==> src/rtl/irqc_pkg.sv <==
package irqc_pkg;

    typedef enum logic [1:0] {
        SENSE_LEVEL     = 2'b00,
        SENSE_RISE      = 2'b01,
        SENSE_FALL      = 2'b10,
        SENSE_LEVEL_ALT = 2'b11
    } sense_e;

    localparam int unsigned CFG_ADDR    = 12;
    localparam int unsigned STATUS_ADDR = 13;
    localparam int unsigned MASK_ADDR   = 14;
    localparam int unsigned SENSE_ADDR  = 16;

    function automatic logic is_edge_code(logic [1:0] code);
        return (code == SENSE_RISE) || (code == SENSE_FALL);
    endfunction

    // Next value of one status bit from its sensitivity code.
    function automatic logic bit_next(logic [1:0] code, logic cur, logic prv,
                                      logic held, logic clr);
        if (code == SENSE_RISE) begin
            return (cur & ~prv) | (held & ~clr);
        end else if (code == SENSE_FALL) begin
            return (~cur & prv) | (held & ~clr);
        end else begin
            return cur;
        end
    endfunction

endpackage

==> src/rtl/irqc_sync.sv <==
module irqc_sync #(
    parameter int W      = 8,
    parameter int STAGES = 2
) (
    input  logic         clk_i,
    input  logic         rst_ni,
    input  logic [W-1:0] raw_i,
    output logic [W-1:0] sync_o,
    output logic [W-1:0] prev_o
);

    typedef struct packed {
        logic [STAGES-1:0][W-1:0] chain;
        logic [W-1:0]             last;
    } sync_t;

    sync_t st_d, st_q;

    always_comb begin
        st_d          = st_q;
        st_d.chain[0] = raw_i;
        for (int s = 1; s < STAGES; s++) begin
            st_d.chain[s] = st_q.chain[s-1];
        end
        st_d.last = st_q.chain[STAGES-1];
    end

    always_ff @(posedge clk_i or negedge rst_ni) begin
        if (!rst_ni) begin
            st_q <= '0;
        end else begin
            st_q <= st_d;
        end
    end

    assign sync_o = st_q.chain[STAGES-1];
    assign prev_o = st_q.last;

endmodule

==> src/rtl/irqc_status.sv <==
module irqc_status
    import irqc_pkg::*;
#(
    parameter int NUM_SRC = 8
) (
    input  logic                   clk_i,
    input  logic                   rst_ni,
    input  logic [NUM_SRC-1:0]     cur_i,
    input  logic [NUM_SRC-1:0]     prev_i,
    input  logic [2*NUM_SRC-1:0]   sense_i,
    input  logic                   clr_i,
    output logic [NUM_SRC-1:0]     status_o
);

    typedef struct packed {
        logic [NUM_SRC-1:0] bits;
    } status_t;

    status_t            st_d, st_q;
    logic [NUM_SRC-1:0] next_bits;

    for (genvar i = 0; i < NUM_SRC; i++) begin : g_bit
        assign next_bits[i] = bit_next(sense_i[2*i +: 2], cur_i[i], prev_i[i],
                                       st_q.bits[i], clr_i);
    end

    always_comb begin
        st_d      = st_q;
        st_d.bits = next_bits;
    end

    always_ff @(posedge clk_i or negedge rst_ni) begin
        if (!rst_ni) begin
            st_q <= '0;
        end else begin
            st_q <= st_d;
        end
    end

    assign status_o = st_q.bits;

endmodule

==> src/rtl/irqc_regs.sv <==
module irqc_regs
    import irqc_pkg::*;
#(
    parameter int NUM_SRC = 8,
    parameter int DATA_W  = 8,
    parameter int ADDR_W  = 8
) (
    input  logic                 clk_i,
    input  logic                 rst_ni,
    input  logic                 wr_en_i,
    input  logic                 rd_en_i,
    input  logic [ADDR_W-1:0]    addr_i,
    input  logic [DATA_W-1:0]    wdata_i,
    input  logic [NUM_SRC-1:0]   status_i,
    output logic [DATA_W-1:0]    rdata_o,
    output logic [NUM_SRC-1:0]   mask_o,
    output logic [2*NUM_SRC-1:0] sense_o,
    output logic                 push_pull_o,
    output logic                 status_rd_o
);

    localparam int SENS_W    = 2 * NUM_SRC;
    localparam int SENS_REGS = (SENS_W + DATA_W - 1) / DATA_W;
    localparam int PAD_W     = SENS_REGS * DATA_W;

    typedef struct packed {
        logic               push_pull;
        logic [NUM_SRC-1:0] mask;
        logic [PAD_W-1:0]   sense;
    } cfg_t;

    cfg_t                              st_d, st_q;
    logic                              hit_cfg, hit_mask, hit_status;
    logic [SENS_REGS-1:0]              sens_hit;
    logic [SENS_REGS-1:0][DATA_W-1:0]  sens_words;

    assign hit_cfg    = (addr_i == ADDR_W'(CFG_ADDR));
    assign hit_mask   = (addr_i == ADDR_W'(MASK_ADDR));
    assign hit_status = (addr_i == ADDR_W'(STATUS_ADDR));
    assign sens_words = st_q.sense;

    for (genvar k = 0; k < SENS_REGS; k++) begin : g_sens
        assign sens_hit[k] = (addr_i == ADDR_W'(SENSE_ADDR + k));
    end

    always_comb begin
        st_d = st_q;
        if (wr_en_i) begin
            if (hit_cfg) begin
                st_d.push_pull = wdata_i[0];
            end
            if (hit_mask) begin
                st_d.mask = wdata_i[NUM_SRC-1:0];
            end
            for (int k = 0; k < SENS_REGS; k++) begin
                if (sens_hit[k]) begin
                    st_d.sense[k*DATA_W +: DATA_W] = wdata_i;
                end
            end
        end
    end

    always_comb begin
        rdata_o = '0;
        if (hit_cfg) begin
            rdata_o = DATA_W'(st_q.push_pull);
        end else if (hit_status) begin
            rdata_o = DATA_W'(status_i);
        end else if (hit_mask) begin
            rdata_o = DATA_W'(st_q.mask);
        end else begin
            for (int k = 0; k < SENS_REGS; k++) begin
                if (sens_hit[k]) begin
                    rdata_o = sens_words[k];
                end
            end
        end
    end

    always_ff @(posedge clk_i or negedge rst_ni) begin
        if (!rst_ni) begin
            st_q <= '{push_pull: 1'b0, mask: '1, sense: '0};
        end else begin
            st_q <= st_d;
        end
    end

    assign mask_o      = st_q.mask;
    assign sense_o     = st_q.sense[SENS_W-1:0];
    assign push_pull_o = st_q.push_pull;
    assign status_rd_o = rd_en_i && hit_status;

endmodule

==> src/rtl/irqc_top.sv <==
module irqc_top
    import irqc_pkg::*;
#(
    parameter int NUM_SRC = 8,
    parameter int DATA_W  = 8,
    parameter int ADDR_W  = 8,
    parameter int OVF_IDX = 0,
    parameter int UNF_IDX = 1
) (
    input  logic               clk_i,
    input  logic               rst_ni,
    input  logic [NUM_SRC-1:0] src_i,
    input  logic               wr_en_i,
    input  logic               rd_en_i,
    input  logic [ADDR_W-1:0]  addr_i,
    input  logic [DATA_W-1:0]  wdata_i,
    output logic [DATA_W-1:0]  rdata_o,
    output logic               irq_pad_o,
    output logic               irq_pad_oe_o,
    output logic               ovf_pad_oe_o
);

    typedef struct packed {
        logic ovf;
    } pin_t;

    logic [NUM_SRC-1:0]   sync_w, prev_w, status_w, mask_w;
    logic [2*NUM_SRC-1:0] sense_w;
    logic                 push_pull_w, clr_w, irq_act_w;
    pin_t                 st_d, st_q;

    irqc_sync #(.W(NUM_SRC), .STAGES(2)) u_sync (
        .clk_i  (clk_i),
        .rst_ni (rst_ni),
        .raw_i  (src_i),
        .sync_o (sync_w),
        .prev_o (prev_w)
    );

    irqc_status #(.NUM_SRC(NUM_SRC)) u_status (
        .clk_i    (clk_i),
        .rst_ni   (rst_ni),
        .cur_i    (sync_w),
        .prev_i   (prev_w),
        .sense_i  (sense_w),
        .clr_i    (clr_w),
        .status_o (status_w)
    );

    irqc_regs #(.NUM_SRC(NUM_SRC), .DATA_W(DATA_W), .ADDR_W(ADDR_W)) u_regs (
        .clk_i       (clk_i),
        .rst_ni      (rst_ni),
        .wr_en_i     (wr_en_i),
        .rd_en_i     (rd_en_i),
        .addr_i      (addr_i),
        .wdata_i     (wdata_i),
        .status_i    (status_w),
        .rdata_o     (rdata_o),
        .mask_o      (mask_w),
        .sense_o     (sense_w),
        .push_pull_o (push_pull_w),
        .status_rd_o (clr_w)
    );

    // Overflow pin: straight from synchronized conditions, no mask.
    always_comb begin
        st_d     = st_q;
        st_d.ovf = sync_w[OVF_IDX] | sync_w[UNF_IDX];
    end

    always_ff @(posedge clk_i or negedge rst_ni) begin
        if (!rst_ni) begin
            st_q <= '0;
        end else begin
            st_q <= st_d;
        end
    end

    assign irq_act_w    = |(status_w & ~mask_w);
    assign irq_pad_o    = push_pull_w & irq_act_w;
    assign irq_pad_oe_o = push_pull_w | irq_act_w;
    assign ovf_pad_oe_o = st_q.ovf;

endmodule

==> config.mk <==
export PLATFORM = sky130hd
export DESIGN_NAME = irqc_top
export DESIGN_NICKNAME = d
export VERILOG_FILES = /design/src/rtl/irqc_pkg.sv /design/src/rtl/irqc_sync.sv /design/src/rtl/irqc_status.sv /design/src/rtl/irqc_regs.sv /design/src/rtl/irqc_top.sv
export SDC_FILE = /design/constraint.sdc
export NUM_CORES = 1
export LEC_CHECK = 0
export ABC_AREA = 1
export BUFFER_PORTS_ARGS = -buffer_cell sky130_fd_sc_hd__buf_2
export CORE_AREA = 2 2 85 71
export DETAILED_ROUTE_END_ITERATION = 7
export DIE_AREA = 0 0 87 73
export PLACE_DENSITY = 0.81
export SLEW_MARGIN = 15
export SYNTH_ARGS = -nofsm -noshare
export SYNTH_HDL_FRONTEND = slang
export SYNTH_HIERARCHICAL = 1
export SYNTH_SLANG_ARGS = --single-unit
==> constraint.sdc <==
create_clock -name clk_i -period 1.1 [get_ports clk_i]
set_input_delay 0.165 -clock clk_i [delete_from_list [all_inputs] [get_ports clk_i]]
set_output_delay 0.165 -clock clk_i [all_outputs]
set_load 0.1 [all_outputs]
==> flow_metrics.tcl <==
set metrics [dict create \
    vias 3194 \
    post-route-period-util_pct 160 \
    place.gp.congestion 0.901 \
    htree_levels 3 \
    final.setup.tns_ps -5820 \
    crit_type "reg2out" \
    drc 0 \
    hold_viol 0 \
    globalRouteOverflowTotal 0 \
    grt_max_degree 26 \
    synth-edff-count 0 \
    dp_hpwl_um 5590 \
    io_buffers 38 \
    seqCellArea_um2 1460 \
    outcome "finished, violations left" \
    antenna_found_initial 0 \
    routed_wl_um 9850 \
    layout_commonest_cell "nand2_1" \
    seqPwrFrac_pct 41.8 \
    cts-buffers-inserted 9 \
    postLayoutSetupSlackWorst_ps -657 \
    grt_pass1_vias 3065 \
    clk_pin_slew_worst_paths_ps 60 \
    p_leak_nw 2.44 \
    insertion_delay_ps 340 \
    grt_pass1_wl_um 14400 \
    cts_tree "done" \
    die_h_um 73 \
    final_cell_count_no_fill 572 \
    r2r_start "u_regs/sense_o[2]$_DFFE_PN0P_" \
    drt-wirelength-per-cell_um 17.2 \
    hold_depth 3 \
    num_antenna_cells 0 \
    slew_headroom_pct 61.5 \
    rsz0062_at_grt "true" \
    switching_share_pct 26.3 \
    area_growth_pct 47.3 \
    synthArstFlopShare_pct 100 \
    firstDrtPassIters 7 \
    ant_nets 0 \
    core_um2 5600 \
    grt_use_total_pct 30.2 \
    switchingPower_w 0.00149 \
    final_cell_mix "nand2_1 (122), inv_1 (60), dfrtp_1 (50), buf_4 (40), nand3_1 (38)" \
    cts_root_buffer "clkbuf_8" \
    p_comb_share_pct 16.1 \
    synth_area_um2 3070 \
    syn_area_per_cell_um2 7.60 \
    finalCriticalPeriod_ps 1760 \
    intPower_w 0.00419 \
    final_layout_size_suffix_gt1_share_pct 39.6 \
    multi_input_area_um2 1520 \
    path_max_fanout 2 \
    synthCells 404 \
    total_power_w 0.00568 \
    final_nets 528 \
    synth_cell_types 25 \
    dieArea_um2 6350 \
    violations "setup timing" \
    power_density_nw_per_um2 1260 \
    skew_ps 2.77 \
    max_stage_delay_ps 540 \
    crit_chain "inv_1 > nand2_1 > nand2_2 > nor2_4 > nand3_4 > buf_12" \
    ys.flop_type "dfrtp_1" \
    synth_seq_cells 58 \
    yosys_warnings 6 \
    power_frac_clock_pct 42.1 \
    dpl.cell_count 539 \
    tightest_slew_ps 577 \
    crit_path_end_kind "output port" \
    whs_ps 84.0 \
    start_util_pct 54.9 \
    hold_class "in2reg" \
    maxCapViolations 0 \
    numClockSinks 58 \
    rows 25 \
    fmax_mhz 569 \
    drt_iter0_markers 503 \
    ir_drop_mv 0.898 \
    cp_slowest_cell "dfstp_2" \
    arrival_ps 1590 \
    hold_start "wdata_i[3]" \
    cts_max_path_buffers 2 \
    dieWidth_um 87 \
    post_drt_via_cell_ratio 5.58 \
    startpoint_type "flop" \
    cp-startpoint "u_regs/mask_o[6]$_DFFE_PN1P_" \
    nFillCells 305 \
    pin_count 39 \
    finalMaxSlewViolations 0 \
    setup_viol 18 \
    ys_seq_area_share_pct 47.6 \
    critical_path_required_ps 940 \
    synthesis.nets 432 \
    worstRegToRegCells 5 \
]
-- per-stage QoR --
stage	setup WS (ps)	util, %	area (µm²)
global placement	-329	69.6	3900
floorplan	-579	-	3220
detailed placement	-347	69.6	3900
global route	-736	80.8	4520
CTS	-564	77.4	4330
finish	-657	80.8	4520
-- state kept, by name, indices dropped and copies added, names as in the netlist --
| register | flops |
|---|---|
| u_regs/sense_o | 16 |
| u_regs/mask_o | 8 |
| u_status/status_o | 8 |
| u_sync/prev_o | 8 |
| u_sync/st_d | 8 |
| u_sync/sync_o | 8 |
| ovf_pad_oe_o | 1 |
| u_regs/push_pull_o | 1 |
-- power groups by stage --
stage                     combinational (W)  clock (W)  sequential [W]
after floorplan                    0.000406          0         0.00239
after global placement             0.000729          0         0.00239
after detailed placement           0.000763          0         0.00240
after CTS                          0.000826    0.00243         0.00236
after global routing               0.000986    0.00252         0.00239
final                              0.000912    0.00239         0.00237
-- critical path: cells and delay by family (launching register included) --
family | cells | cell delay, ps
buffers and inverters | 2 | 230
DFF | 1 | 540
and+or+nand+nor | 4 | 470
-- per-layer routing --
| metal | part of all wire, % | global-route usage, % |
|---|---|---|
| met5 | 0 | 0 |
| met4 | 6.2 | 14.1 |
| met3 | 11 | 8.94 |
| met2 | 47 | 48.7 |
| met1 | 35 | 37.4 |
-- kinds of logic after synthesis --
| family | share of synthesized area (%) |
|---|---|
| compound gates | 4.07 |
| buf+inv | 13.0 |
| flops | 47.6 |
| simple gates | 35.4 |
-- cell type report --
cell class                      count  share of cell area, %
Inverter                           73                   6.67
Clock inverter                      3                   1.52
Multi-Input combinational cell    260                   33.5
Tap cell                           67                   1.85
Sequential cell                    58                   32.3
Timing Repair Buffer               98                   20.2
Clock buffer                       13                   3.96
-- cells in the mapped netlist (4+ instances only) --
cell / count / share of area [%]
o21ai_0: 12 / 2.0
dfstp_2: 8 / 6.8
nand2_4: 4 / 1.5
inv_1: 66 / 8.1
nand2_1: 143 / 17
inv_2: 7 / 0.86
nand3_1: 47 / 7.7
nor2_4: 5 / 1.8
nand2_2: 4 / 0.81
nor2_1: 24 / 2.9
buf_6: 4 / 1.5
dfrtp_1: 50 / 41
buf_4: 10 / 2.4
-- path summary, 6_finish.rpt --
check / slack, ps / end
worst max-delay path: -660 / irq_pad_oe_o
worst min-delay path: 80 / u_regs/mask_o[3]$_DFFE_PN1P_
max in group asynchronous: 290 / u_regs/mask_o[4]$_DFFE_PN1P_
min in group asynchronous: 280 / u_sync/prev_o[2]$_DFF_PN0_
worst max register to register: 90 / u_status/status_o[1]$_DFF_PN0_
worst min register to register: 350 / u_sync/sync_o[3]$_DFF_PN0_
-- repair_timing --
action	in CTS	in global routing
hold endpoints to repair	17	0
setup buffers	1	5
hold buffers	9	0
endpoints found under the setup margin	11	21
resized for setup	31	38
pin swaps	14	22
cloned	0	2
(Power assumes the default switching activity.)
